## src/rtl/pin_dispatch.sv

```systemverilog
module pin_dispatch #(
  parameter int NPIN = 8,
  parameter int VW   = 8,
  parameter int DW   = 8,
  parameter int DLW  = 3,
  parameter int CW   = 4,
  localparam int IW  = (NPIN > 1) ? $clog2(NPIN) : 1
) (
  input  logic           clk,
  input  logic           rst_n,
  input  logic           line_valid,
  input  logic [IW-1:0]  line_pin,
  input  logic           line_level,
  input  logic           cfg_we,
  input  logic [IW-1:0]  cfg_idx,
  input  logic           cfg_mask,
  input  logic           cfg_trig,
  input  logic [VW-1:0]  cfg_vec,
  input  logic [DW-1:0]  cfg_dest,
  input  logic           cfg_dmode,
  input  logic [DLW-1:0] cfg_dlv,
  input  logic           eoi_valid,
  input  logic [VW-1:0]  eoi_vec,
  output logic           req_valid,
  output logic [IW-1:0]  req_pin,
  output logic [VW-1:0]  req_vec,
  output logic [DW-1:0]  req_dest,
  output logic           req_dmode,
  output logic           req_trig,
  output logic [DLW-1:0] req_dlv,
  input  logic           ack_valid,
  input  logic [CW-1:0]  ack_count,
  output logic           evt_valid,
  output logic [IW-1:0]  evt_pin,
  output logic           evt_coalesced
);

  logic [NPIN-1:0] e_mask, e_trig, e_dmode;
  logic [VW-1:0]   e_vec  [NPIN];
  logic [DW-1:0]   e_dest [NPIN];
  logic [DLW-1:0]  e_dlv  [NPIN];

  logic [NPIN-1:0] pend, rirr, svc;
  logic [NPIN-1:0] pend_n, rirr_n, svc_n;

  logic [IW-1:0] gsel;
  logic          gany, issue, coal;

  wire ack_fire = req_valid & ack_valid;
  wire line_ok  = {{(32-IW){1'b0}}, line_pin} < NPIN;
  wire cfg_ok   = {{(32-IW){1'b0}}, cfg_idx}  < NPIN;

  always_comb begin
    gsel = '0;
    gany = 1'b0;
    for (int i = NPIN-1; i >= 0; i--)
      if (svc[i]) begin
        gsel = IW'(i);
        gany = 1'b1;
      end
  end

  always_comb begin
    pend_n = pend;
    rirr_n = rirr;
    svc_n  = svc;
    issue  = 1'b0;
    coal   = 1'b0;

    if (ack_fire && req_trig && ack_count == '0)
      rirr_n[req_pin] = 1'b0;

    if (!req_valid && gany) begin
      svc_n[gsel] = 1'b0;
      if (pend[gsel] && !e_mask[gsel] && !(e_trig[gsel] && rirr[gsel])) begin
        issue = 1'b1;
        if (e_trig[gsel]) rirr_n[gsel] = 1'b1;
        else              pend_n[gsel] = 1'b0;
      end
    end

    if (line_valid && line_ok) begin
      if (!line_level) begin
        pend_n[line_pin] = 1'b0;
      end else begin
        coal = e_trig[line_pin] ? rirr_n[line_pin] : pend_n[line_pin];
        pend_n[line_pin] = 1'b1;
        if (!coal) svc_n[line_pin] = 1'b1;
      end
    end

    if (eoi_valid)
      for (int i = 0; i < NPIN; i++)
        if (e_trig[i] && e_vec[i] == eoi_vec) begin
          rirr_n[i] = 1'b0;
          if (pend_n[i]) svc_n[i] = 1'b1;
        end

    if (cfg_we && cfg_ok) begin
      rirr_n[cfg_idx] = 1'b0;
      if (cfg_trig && pend_n[cfg_idx]) svc_n[cfg_idx] = 1'b1;
    end
  end

  always_ff @(posedge clk) begin
    if (!rst_n) begin
      pend <= '0;
      rirr <= '0;
      svc  <= '0;
    end else begin
      pend <= pend_n;
      rirr <= rirr_n;
      svc  <= svc_n;
    end
  end

  always_ff @(posedge clk) begin
    if (!rst_n) begin
      e_mask  <= '1;
      e_trig  <= '0;
      e_dmode <= '0;
      for (int i = 0; i < NPIN; i++) begin
        e_vec[i]  <= '0;
        e_dest[i] <= '0;
        e_dlv[i]  <= '0;
      end
    end else if (cfg_we && cfg_ok) begin
      e_mask[cfg_idx]  <= cfg_mask;
      e_trig[cfg_idx]  <= cfg_trig;
      e_dmode[cfg_idx] <= cfg_dmode;
      e_vec[cfg_idx]   <= cfg_vec;
      e_dest[cfg_idx]  <= cfg_dest;
      e_dlv[cfg_idx]   <= cfg_dlv;
    end
  end

  always_ff @(posedge clk) begin
    if (!rst_n) begin
      req_valid <= 1'b0;
      req_pin   <= '0;
      req_vec   <= '0;
      req_dest  <= '0;
      req_dmode <= 1'b0;
      req_trig  <= 1'b0;
      req_dlv   <= '0;
    end else if (issue) begin
      req_valid <= 1'b1;
      req_pin   <= gsel;
      req_vec   <= e_vec[gsel];
      req_dest  <= e_dest[gsel];
      req_dmode <= e_dmode[gsel];
      req_trig  <= e_trig[gsel];
      req_dlv   <= e_dlv[gsel];
    end else if (ack_fire) begin
      req_valid <= 1'b0;
    end
  end

  always_ff @(posedge clk) begin
    if (!rst_n) begin
      evt_valid     <= 1'b0;
      evt_pin       <= '0;
      evt_coalesced <= 1'b0;
    end else begin
      evt_valid     <= line_valid & line_ok & line_level;
      evt_pin       <= line_pin;
      evt_coalesced <= coal;
    end
  end


  req_hold_chk: assert property (@(posedge clk) disable iff (!rst_n)
    req_valid && !ack_valid |=> req_valid && $stable(req_pin) && $stable(req_vec) && $stable(req_dest));


  lvl_remote_chk: assert property (@(posedge clk) disable iff (!rst_n)
    $rose(req_valid) && req_trig && !$past(eoi_valid) && !$past(cfg_we) |-> rirr[req_pin]);


  edge_clear_chk: assert property (@(posedge clk) disable iff (!rst_n)
    $rose(req_valid) && !req_trig && !$past(line_valid) |-> !pend[req_pin]);


  edge_coal_chk: assert property (@(posedge clk) disable iff (!rst_n)
    line_valid && line_level && line_ok && req_valid && !e_trig[line_pin] && pend[line_pin]
      |=> evt_valid && evt_coalesced);


  mask_hold_chk: assert property (@(posedge clk) disable iff (!rst_n)
    !req_valid && gany && e_mask[gsel] |=> !req_valid);

endmodule

```

## config.mk

```make
export PLATFORM = sky130hd
export DESIGN_NAME = pin_dispatch
export DESIGN_NICKNAME = d
export VERILOG_FILES = /design/src/rtl/pin_dispatch.sv
export SDC_FILE = /design/constraint.sdc
export NUM_CORES = 1
export LEC_CHECK = 0
export ABC_AREA = 1
export BUFFER_PORTS_ARGS = -buffer_cell sky130_fd_sc_hd__buf_2
export CORE_UTILIZATION = 61
export CTS_CLUSTER_DIAMETER = 40
export CTS_CLUSTER_SIZE = 30
export DETAILED_ROUTE_END_ITERATION = 10
export GPL_TIMING_DRIVEN = 0
export PLACE_DENSITY_LB_ADDON = 0.15
export SETUP_SLACK_MARGIN = 0.3
export SYNTH_ARGS = -nofsm -noshare
export SYNTH_HDL_FRONTEND = slang
export SYNTH_SLANG_ARGS = --single-unit
```

## constraint.sdc

```tcl
create_clock -name clk -period 2.6 [get_ports clk]
set_input_delay 0.52 -clock clk [delete_from_list [all_inputs] [get_ports clk]]
set_output_delay 0.52 -clock clk [all_outputs]
set_load 0.005 [all_outputs]
```

# Yosys cells after proc, flatten, opt, wreduce, memory -nomap -nowiden
# Memory sizes are Yosys's and may differ from the RTL's. A register that Yosys moved wholly into a read port is not among the register bits.
# Cells that the tools add are included.
# totals
reg_bits	59
ramBits	152
mem_count	3
inputBits	47
output_inout_bits	30
wordCells	183
# op_classes
n_reduce_logical	31
n_mux	105
n_lt_le_gt_ge	8
eq_ne	8
n_bitwise	15
# memory_table
name	words	word_bits	rd	rd_clocked_by_memory_dff	write_ports	line	source
e_dest	8	8	1	1	8	40	logic [DW-1:0] e_dest [NPIN];
e_vec	8	8	9	1	8	39	logic [VW-1:0] e_vec [NPIN];
e_dlv	8	3	1	1	8	41	logic [DLW-1:0] e_dlv [NPIN];
# ops
operator	count
$mux 8	20
$eq 8x8->1	8
$mux 1	57
$and 8x8->8	5
$mux 3	12
$not 8->8	4
$or 8x8->8	4
$bmux 1 s3	9
$bwmux 8	3
$logic_and 1x1->1	19
$lt 3x4->1 const B	4
$reduce_or 8->1	2
$demux 1 s3	4
$ge 3x1->1 const B	4
$logic_not 1->1	6
$logic_not 4->1	1
$reduce_and 3->1	1
$reduce_or 3->1	1
$and 1x1->1	2
$reduce_bool 2->1	1

# Logic depth before layout (Yosys ltp)
# Gate-level depths: netlist of run 1.
# depth
ltp_word	29
depth_mapped	26
depth_no_buf	25

# Worst setup path after synthesis of run 1
# OpenSTA, ideal clock, no wires.
# synth_timing
path_type	register -> register
from	register svc[3]
to	register svc[7]
path_buffers	1
required_ns	2.487
path_slack_ns	0.391
arrival_ns	2.097
stages_incl_launch_ff	22
setup_time_ns	0.113
period_less_slack_ns	2.209
cell_sequence	dfxtp_1 > nor2_1 > nand2_4 > inv_4 > nand2_4 > nand2_4 > inv_2 > nand4_1 > nand2_1 > nor2_1 > nand2_2 > nor2_8 > buf_6 > nand2_1 > o21ai_1 > a21oi_1 > nand3_2 > nand2_4 > nand2_1 > nand2_1 > nand2_1 > nand2_1
# synth_between
elab_chain_cells	25
word_cells_on_any_way	60
classes_between	order compare: 2; mux: 42; bitwise: 8; reduce/logical: 8
# synth_rtl
element	line	source
from (decl)	43	logic [NPIN-1:0] pend, rirr, svc;
from (signal assigned)	113	svc <= svc_n;
$mux 3 (4 in series)	57	if (svc[i]) begin
$lt 3x4->1 (not written as such) or $ge 3x1->1 (tied branches)	74, 77, 78	
$logic_and 1x1->1 (not written as such)	74, 77, 78	
$mux 1 (not written as such)	74, 77, 78	
$demux 1 s3	74, 77, 78	
$not 8->8 (no source line)	-	
$and 8x8->8 (no source line)	-	
$mux 8	77	if (e_trig[gsel]) rirr_n[gsel] = 1'b1;
[6 not listed]	-	
$mux 8	83	if (!line_level) begin
$mux 8	82	if (line_valid && line_ok) begin
$mux 1	96	if (pend_n[i]) svc_n[i] = 1'b1;
$mux 1	94	if (e_trig[i] && e_vec[i] == eoi_vec) begin
$mux 8	92	if (eoi_valid)
$or 8x8->8 (no source line)	-	
$mux 8	101	if (cfg_trig && pend_n[cfg_idx]) svc_n[cfg_idx] = 1'b1;
$mux 8 *	99	if (cfg_we && cfg_ok) begin
# Every way passes the cells marked *; elsewhere a longest branch is shown, timed or not. The select of a mux whose other input is x is not followed.
# A chain may end at the register's enable or synchronous reset.

# Worst setup path after layout of run 1
# layout_timing
from	register svc[0]
to	register svc[7]
# layout_between
elab_chain_cells	22
word_cells_on_any_way	54
classes_between	order compare: 2; mux: 36; bitwise: 8; reduce/logical: 8
# layout_rtl
element	line
$mux 3	57
$lt 3x4->1 (not written as such) or $ge 3x1->1 (tied branches)	74, 77, 78
$logic_and 1x1->1 (not written as such)	74, 77, 78
$mux 1 (not written as such)	74, 77, 78
$demux 1 s3	74, 77, 78
$not 8->8 (no source line)	-
$and 8x8->8 (no source line)	-
$mux 8	77
[6 not listed]	-
$mux 8	83
$mux 8	82
$mux 1	96
$mux 1	94
$mux 8	92
$or 8x8->8 (no source line)	-
$mux 8	101
$mux 8 *	99
# Marks and branches as above.

==> flow_summary.toml, run 1 <==
[outcome]
status = "complete, but fails checks"
violations = "setup timing"

[worst_setup_path]
critical_path_arrival_ps = 3220
crit_fanout = 8
reg2reg_from = "svc[0]"
worst_r2r_endpoint = "svc[7]"
ff2ff_setup_slack_ps = -110
critPathKind = "register to register"
start_kind = "register"
rr_worst_depth = 19
end_kind = "register"
crit_required_ps = 3100

[flow_run]
maxCapViolCount = 0

[cts]
cts_hold_buf = 0
cts_sinks = 230
cts_buffer_depth = 3
root_buffer = "clkbuf_16"
clkTransAtPathRegs_ps = 60
cts_tree = "done"
cts_buffers = 29
htree_levels = 1
clock_latency_ps = 570

[synth]
synthArstFlopShare = 0
syn-cell-area_um2 = 11010
synth-edff-count = 152
synth_area_leaders = "edfxtp_1 41%, dfxtp_1 14%, nand2_1 7.2%"
yosysMostFrequentCell = "nand2_1"
synth_cell_types = 45
ys.flop_type = "edfxtp_1"
synth.net_count = 1267
yosysWarnings = 0
netlist_instances = 1220
ys_seq_elements = 230
yosys.area.top_type = "edfxtp_1"
synth_top_area_share = 0.4145
synth_area_per_cell_um2 = 9.025
ys_seq_area_frac = 0.5564
synth_common_cells = "210 x nand2_1, 208 x nor2_1, 152 x edfxtp_1"

[timing]
grt_setup_unrepaired = "true"
fin_skew_ps = 14.85
tightest_slew_ps = 1409
setup_ws_ps = -113.1
maxSlewViolCount = 0
setup_violations = 10
period_share = 1.044
max_freq_ghz = 0.3686
finalHoldViolCount = 0
max_slew_margin = 0.05982
period_minus_slack_ps = 2713

[power]
power-per-cell-area_nw_per_um2 = 729.8
clkPwrFrac = 0.414
share_comb_of_total_power = 0.150
p_int_mw = 6.859
seqPwrFrac = 0.437
p_leak_nw = 5.532
vdd_drop_max_uv = 701.7
switching_share = 0.3011
p_sw_mw = 2.955

[final_layout]
stdcell_area_um2 = 13450
nNetsFinal = 1399
nFillCells = 1188
drive_gt1_frac = 0.2153
layout-area-overhead-vs-synth_pct = 22.14

[floorplanning]
dieArea_um2 = 18590
die_x_um = 136.4
core_region_area_um2 = 17480
num_rows = 48
die_y_um = 136.4
io-pin-count = 77
start_util = 0.6300

[hold_path]
hold_path_depth = 4
hold_class = "input pin to register"
holdPathEnd = "req_valid"
hold_start = "ack_valid"

[global_route]
grt_pass1_wl_um = 56750
grt_pass1_vias = 9403
track_usage = 0.4294
grt_max_degree = 23
antenna_found_initial = 1
grt-ovfl-total = 0

[route]
drc = 0
ant_nets = 0
via_count = 10190
wl_per_cell_um = 24.90
vias_per_cell = 6.363
dr.first_iter.drc_count = 1198
wl_um = 39870
dr.pass1.iters = 6

[place]
dpl_worst_slack_ps = -736.7
dp_hpwl_um = 25920
postPlaceCellArea_um2 = 11650
io_buffers = 71
place_congestion = 1.036
[power by group through the flow]
| stage | logic [mW] | clock network, mW | registers (mW) |
|---|---|---|---|
| detailed placement | 1.17 | 0 | 4.35 |
| floorplan | 0.694 | 0 | 4.31 |
| finish | 1.47 | 4.06 | 4.29 |
| global placement | 1.15 | 0 | 4.34 |
| global route | 1.53 | 4.17 | 4.30 |
| CTS | 1.34 | 4.02 | 4.27 |
[worst max-delay path, stage by stage, from the launching register on]
cell and delay, ps:
dfxtp_4 370, nor2_4 160, nand2_4 100, buf_4 150, nor2_4 190, buf_4 170
nand3_4 90, nand2_2 100, nor2_2 40, nand2_2 120, clkinv_4 130, nand3_2 110
nand3_2 80, nand2_2 90, nand2_1 70, nand3_1 100, nand2_2 70, nor2_4 240
nand3_2 150, nand2_1 100
[layout make-up]
type | count | area, um^2 | share of cell area
well taps | 225 | 281.5 | 0.02093
repair inverters | 1 | 7.507 | 0.0005582
plain buffers | 47 | 284.0 | 0.02112
clock inverters | 25 | 260.3 | 0.01935
multi-input cells | 782 | 4476 | 0.3328
diodes | 1 | 2.502 | 0.0001861
clock buffers | 29 | 725.7 | 0.05396
flip-flops and latches | 230 | 6135 | 0.4562
repair buffers | 98 | 633.1 | 0.04708
inverters | 163 | 643.1 | 0.04782
[kinds of logic (layout without fill, tap and decap cells)]
family                 Yosys count  count (layout)  synth area share
buffers and inverters          210             363           0.07386
AND/OR/NAND/NOR                549             551            0.2195
other                            0               1                 0
AO/OA/AOI/OAI                  205             205            0.1295
XOR/XNOR                        26              26           0.02068
flip-flops                     230             230            0.5564
[timing repair]
action,in CTS,in global routing
setup buffers,21,4
endpoints found under the setup margin,46,81
gates resized for setup,87,74
endpoints found under the hold margin,0,0
pin swaps,24,28
cloned,5,0
[worst max path at each step]
stage                from  endpoint  depth (start not counted)
2_1_floorplan      svc[3]    svc[7]                         21
3_3_place_gp   eoi_vec[0]    svc[1]                          9
4_1_cts            svc[6]    svc[2]                         24
3_5_place_dp   eoi_vec[0]    svc[1]                          9
6_report           svc[0]    svc[7]                         19
5_1_grt            svc[6]    svc[7]                         23
[placed cells by master (no fill, tap or decap), drive strengths merged]
cell type	count
nand2	225
nor2	219
inv	167
edfxtp	152
buf	107
dfxtp	78
clkbuf	66
nand3	59
o22ai	38
o21ai	38
a221oi	30
a21oi	28
xor2	18
nor3	16
a22oi	16
clkinv	15
nor4	12
nand4	9
a22o	9
o41ai	8
xnor2	8
a31oi	8
nand3b	7
a41oi	7
clkinvlp	6
a211oi	6
o211ai	5
a2111oi	5
nor3b	4
o2111ai	3
o221ai	2
diode	1
a21boi	1
clkdlybuf4s15	1
a2111o	1
bufinv	1
[state kept, by name, indices dropped and copies added, names as in the netlist, 8 cells and up]
| name | count |
|---|---|
| e_dest | 64 |
| rirr | 8 |
| req_vec | 8 |
| e_dlv | 24 |
| e_trig | 8 |
| e_vec | 64 |
| e_mask | 8 |
| e_dmode | 8 |
| svc | 8 |
| req_dest | 8 |
| pend | 8 |
[per-layer routing]
layer,GRT usage,wire length (um),vias up
met1,0.5574,13770,4694
met3,0.09321,5684,196
li1,-,-,4459
met5,0,0,-
met2,0.6616,17790,838
met4,0.2531,2623,0
[metrics by stage]
step / total power [mW] / hold slack (ps) / util / cells / TNS (ps)
2_1_floorplan: 5.005 / 440.7 / - / 1220 / 0
3_3_place_gp: 5.497 / 453.1 / 0.6665 / 1516 / -23710
3_5_place_dp: 5.519 / 457.8 / 0.6665 / 1516 / -25670
4_1_cts: 9.635 / 229.3 / 0.7536 / 1596 / 0
5_1_grt: 10.01 / 248.3 / 0.7693 / 1600 / -2647
6_report: 9.815 / 233.2 / 0.7695 / 1601 / -548.8
No activity file was read; power rests on OpenSTA's default activity.
==> run 2, diff against run 1 <==
- SKIP_CTS_REPAIR_TIMING: default -> 1
- clock period: 2.6 -> 2.89 ns (I/O delays scaled with it)
==> run 2 against run 1 <==
  * The flow now finishes without violations
  * Worst setup slack improved by 220 ps
  * Critical path type is now input pin to register
  * Final cell count did not move
  * Final area is 1.5% lower
  * Register-to-register slack improved by 240 ps
  * Critical endpoint is now svc[2]
  * Sequential power shrank 10%
  * Sequential cell count stayed put
  * Non-clock buffer count rose by 2
  * Clock power fell by 9.9%
  * Wire length fell by 0.52%
  * Clock skew is essentially flat
  * Largest power group unchanged
  * Global-route usage shrank 1.2 points
==> flow_summary.toml, run 2 (same netlist as run 1, synthesis figures left out) <==
[worst_setup_path]
critical_path_arrival_ps = 3290
crit_path_cell_trace = "clkbuf_1 > clkinv_1 > a221oi_1 > nand3_1 > nor4_1 > a22oi_1 > nand2_1 > nand2_1 > nand2_1"
end_kind = "register"
critPathMaxStageDelay_ps = 860
crit_required_ps = 3390
critPathKind = "input pin to register"
crit_fanout = 9
start_kind = "input pin"
cp_common_cell = "nand2_1"
cp.buffers_inverters = 2
slowest_stage = "nor4_1"
critPathTopFamily = "simple AND/OR/NAND/NOR gates"

[cts]
cts_buffers = 29
clock_latency_ps = 570
clkTransAtPathRegs_ps = 60
cts_tree = "done"
htree_levels = 1
cts_sinks = 230
cts_buffer_depth = 3
root_buffer = "clkbuf_16"

[place]
dp_hpwl_um = 25920
io_buffers = 71
dpl_worst_slack_ps = -504.7
dp_cells = 1516
postPlaceCellArea_um2 = 11650
place_congestion = 1.036

[final_layout]
final_cell_mix = "202 x nor2_1, 195 x nand2_1, 152 x edfxtp_1, 146 x inv_1, 75 x dfxtp_1"
antenna_cells = 0
layout-area-overhead-vs-synth_pct = 20.32
nNetsFinal = 1400
stdcell_area_um2 = 13250
final-instance-count-excl-fill = 1601
top_regs = "e_dest x64, e_vec x64, e_dlv x24"
drive_gt1_frac = 0.1919
final_common_cell = "nor2_1"

[timing]
max_slew_margin = 0.1056
max_freq_ghz = 0.3593
fin_skew_ps = 14.56
finalSetupTns_ps = 0
maxSlewViolCount = 0
tightest_slew_ps = 1340
period_minus_slack_ps = 2783
setup_violations = 0
grt_setup_unrepaired = "true"
setup_ws_ps = 106.7
period_share = 0.9631
finalHoldViolCount = 0

[route]
wl_per_cell_um = 24.77
vias_per_cell = 6.434
wl_um = 39660
drc = 0
dr.first_iter.drc_count = 1419
ant_nets = 0
via_count = 10300
dr.pass1.iters = 6

[outcome]
status = "finished clean"

[floorplanning]
dieArea_um2 = 18590
core_region_area_um2 = 17480
io-pin-count = 77
die_x_um = 136.4
num_rows = 48
die_y_um = 136.4
start_util = 0.6300

[global_route]
grt_pass1_wl_um = 55290
grt-ovfl-total = 0
grt_pass1_vias = 9141
track_usage = 0.4176
antenna_found_initial = 0
grt_max_degree = 23

[power]
vdd_drop_max_uv = 658.2
p_sw_mw = 2.637
p_leak_nw = 5.508
p_int_mw = 6.180
share_comb_of_total_power = 0.148
seqPwrFrac = 0.437
clkPwrFrac = 0.415
power-per-cell-area_nw_per_um2 = 665.6
switching_share = 0.2991
finalPower_mw = 8.817

[flow_run]
maxCapViolCount = 0

[hold_path]
hold_class = "input pin to register"
==> run 2: changes by cell type in the layout (fill, tap and decap cells not counted), moves of 6 or more <==
| cell | previous run | this run |
|---|---|---|
| o21ai_1 | 8 | 2 |
| nand2_2 | 25 | 17 |
| nand2_1 | 185 | 195 |
| nand3_1 | 30 | 40 |
| nand3_2 | 26 | 19 |
| o21ai_0 | 25 | 34 |
==> run 2: layout make-up <==
cell class                 instances  area [um^2]
buffer                            47        260.3
clock buffer                      29        725.7
clock inverter                    25        260.3
fill                            1241         4229
inverter                         163        626.9
multi-input combinational        781         4299
sequential                       230         6130
tap                              225        281.5
timing repair buffer             100        656.9
timing repair inverter             1        7.507
==> run 2: per-layer routing <==
metal  up-vias  track usage  routed length, um
met4         0       0.2006               2191
met1      4782       0.5453              14260
met3       178       0.1059               5530
met5         -            0                  0
met2       871       0.6489              17680
li1       4470            -                  -
==> run 2: final timing paths <==
path | startpoint | endpoint | slack (ps) | cells past startpoint
hold reg to reg | e_dmode[0] | e_dmode[0] | 470 | 2
setup / recovery | eoi_vec[0] | svc[2] | 110 | 9
hold / removal | ack_valid | req_valid | 290 | 4
setup reg to reg | svc[6] | svc[7] | 130 | 25
==> run 2: power groups by stage <==
stage	Sequential, mW	Clock, mW	Combinational [mW]
2_1_floorplan	3.88	0	0.624
3_5_place_dp	3.91	0	1.05
6_report	3.85	3.66	1.30
3_3_place_gp	3.91	0	1.04
4_1_cts	3.84	3.62	1.06
5_1_grt	3.87	3.75	1.37
==> run 2: stage by stage <==
stage / utilization / hold slack, ps
2_1_floorplan: - / 440.7
3_3_place_gp: 0.6665 / 453.1
3_5_place_dp: 0.6665 / 457.8
4_1_cts: 0.7229 / 287.3
5_1_grt: 0.7580 / 306.3
6_report: 0.7580 / 290.0
==> run 2: worst min-delay path, cell delays in order <==
cell and delay, ps:
buf_2 90, inv_1 30, nand2_1 40, a21oi_1 60
==> run 3, diff against run 2 <==
- REMOVE_ABC_BUFFERS: default -> 1
==> run 3 against run 2 <==
  * Worst hold slack gained 45 ps
  * Final cell count shrank 0.94%
  * Largest power group is now clock
  * Critical endpoint unchanged
  * Non-clock buffer count decreased by 32
==> flow_summary.toml, run 3 (same netlist as run 1, synthesis figures left out) <==
[worst_setup_path]
start_kind = "register"
cp_num_cells = 22
rr_worst_depth = 22
critPathMaxStageDelay_ps = 350
cp.buffers_inverters = 3
reg2reg_from = "svc[6]"
critical_path_arrival_ps = 3280
critPathKind = "register to register"
crit_path_cell_trace = "inv_2 > buf_4 > nand2_1 > nand2_2 > nand2_2 > nand2_4 > a21oi_4 > buf_4 > nand3_1 > nand3_4 > nor2_4 > nand3b_1 > nand2_1 > nand2_1 > nand2_1 > nor2_2 > nand3_4 > nand2_4 > nand2_2 > nand2_1 > nand2_1 > nand2_1"
cp_common_cell = "nand2_1"
end_kind = "register"
crit_required_ps = 3350
slowest_stage = "dfxtp_2"
cp-endpoint = "svc[2]"
critPathLaunch = "svc[6]"
crit_fanout = 5
critPathTopFamily = "simple AND/OR/NAND/NOR gates"
worst_r2r_endpoint = "svc[2]"
ff2ff_setup_slack_ps = 70

[cts]
clock_latency_ps = 520
cts_buffers = 34
root_buffer = "clkbuf_16"
cts_buffer_depth = 3
htree_levels = 2
cts_sinks = 230
cts_tree = "done"
clkTransAtPathRegs_ps = 50

[floorplanning]
core_region_area_um2 = 17480
die_x_um = 136.4
die_y_um = 136.4
io-pin-count = 77
start_util = 0.6300
dieArea_um2 = 18590
num_rows = 48

[outcome]
status = "finished clean"

[timing]
maxSlewViolCount = 0
grt_setup_unrepaired = "true"
max_slew_margin = 0.07808
period_minus_slack_ps = 2821
finalSetupTns_ps = 0
setup_ws_ps = 68.90
fin_skew_ps = 12.86
setup_violations = 0
period_share = 0.9762
finalHoldViolCount = 0
tightest_slew_ps = 1370
worst_hold_slack_ps = 334.8
max_freq_ghz = 0.3545

[flow_run]
maxCapViolCount = 0

[place]
io_buffers = 76
dp_cells = 1476
postPlaceCellArea_um2 = 11510
dp_hpwl_um = 20840
place_congestion = 1.007
dpl_worst_slack_ps = -1480

[power]
vdd_drop_max_uv = 590.1
p_leak_nw = 5.515
power-per-cell-area_nw_per_um2 = 669.7
finalPower_mw = 9.052

[route]
wl_per_cell_um = 23.80
via_count = 10230
dr.pass1.iters = 8
drc = 0
routed-wl-met2_um = 16920
wl_met1_um = 13370
vias_per_cell = 6.451
wl_met3_um = 5215
dr.first_iter.drc_count = 1708
wl_um = 37740
maxUsedRoutingLayer = "met4"
ant_nets = 0

[final_layout]
drive_gt1_frac = 0.2206
final_common_cell = "nor2_1"
stdcell_area_um2 = 13520
layout-area-overhead-vs-synth_pct = 22.75
final_util = 0.7733
nNetsFinal = 1383
nFillCells = 1157
final-instance-count-excl-fill = 1586
final_cell_mix = "198 x nor2_1, 189 x nand2_1, 152 x edfxtp_1, 139 x inv_1"
top_regs = "e_dest x64, e_vec x64, e_dlv x24"

[global_route]
grt_max_degree = 47
track_usage = 0.3700
grt_pass1_vias = 8840
grt-ovfl-total = 0
grt_pass1_wl_um = 49940
antenna_found_initial = 0

[hold_path]
hold_class = "input pin to register"
[run 3: worst min-delay path, cell delays in order]
cell     delay [ps]
buf_2            90
inv_1            30
nand2_1          40
a21oi_1          50
[run 3: how the worst min path moves through the flow]
stage | cells after the start | end | startpoint
floorplan | 2 | e_mask[0] | e_mask[0]
global placement | 2 | e_mask[4] | e_mask[4]
detailed placement | 2 | e_dmode[0] | e_dmode[0]
CTS | 4 | req_valid | ack_valid
global route | 4 | req_valid | ack_valid
finish | 4 | req_valid | ack_valid
[run 3: report_power, final]
part / internal, mW / total [mW] / switching, mW
Sequential: 3.73 / 3.85 / 0.126
Clock: 2.40 / 3.92 / 1.51
Combinational: 0.406 / 1.28 / 0.875
[run 3: cell type report]
cell class	instances	area [um^2]	area share
sequential	230	6130	0.4535
clock inverter	14	126.4	0.009350
antenna	1	2.502	0.0001852
multi-input combinational	787	4559	0.3373
timing repair inverter	5	37.54	0.002777
tap	225	281.5	0.02083
clock buffer	46	947.2	0.07008
timing repair buffer	115	744.5	0.05508
inverter	163	686.9	0.05082
[run 3: routing by layer]
metal	global-route usage	up-vias
li1	-	4447
met1	0.4890	4732
met2	0.5809	847
met3	0.06189	206
met4	0.2037	0
met5	0	-
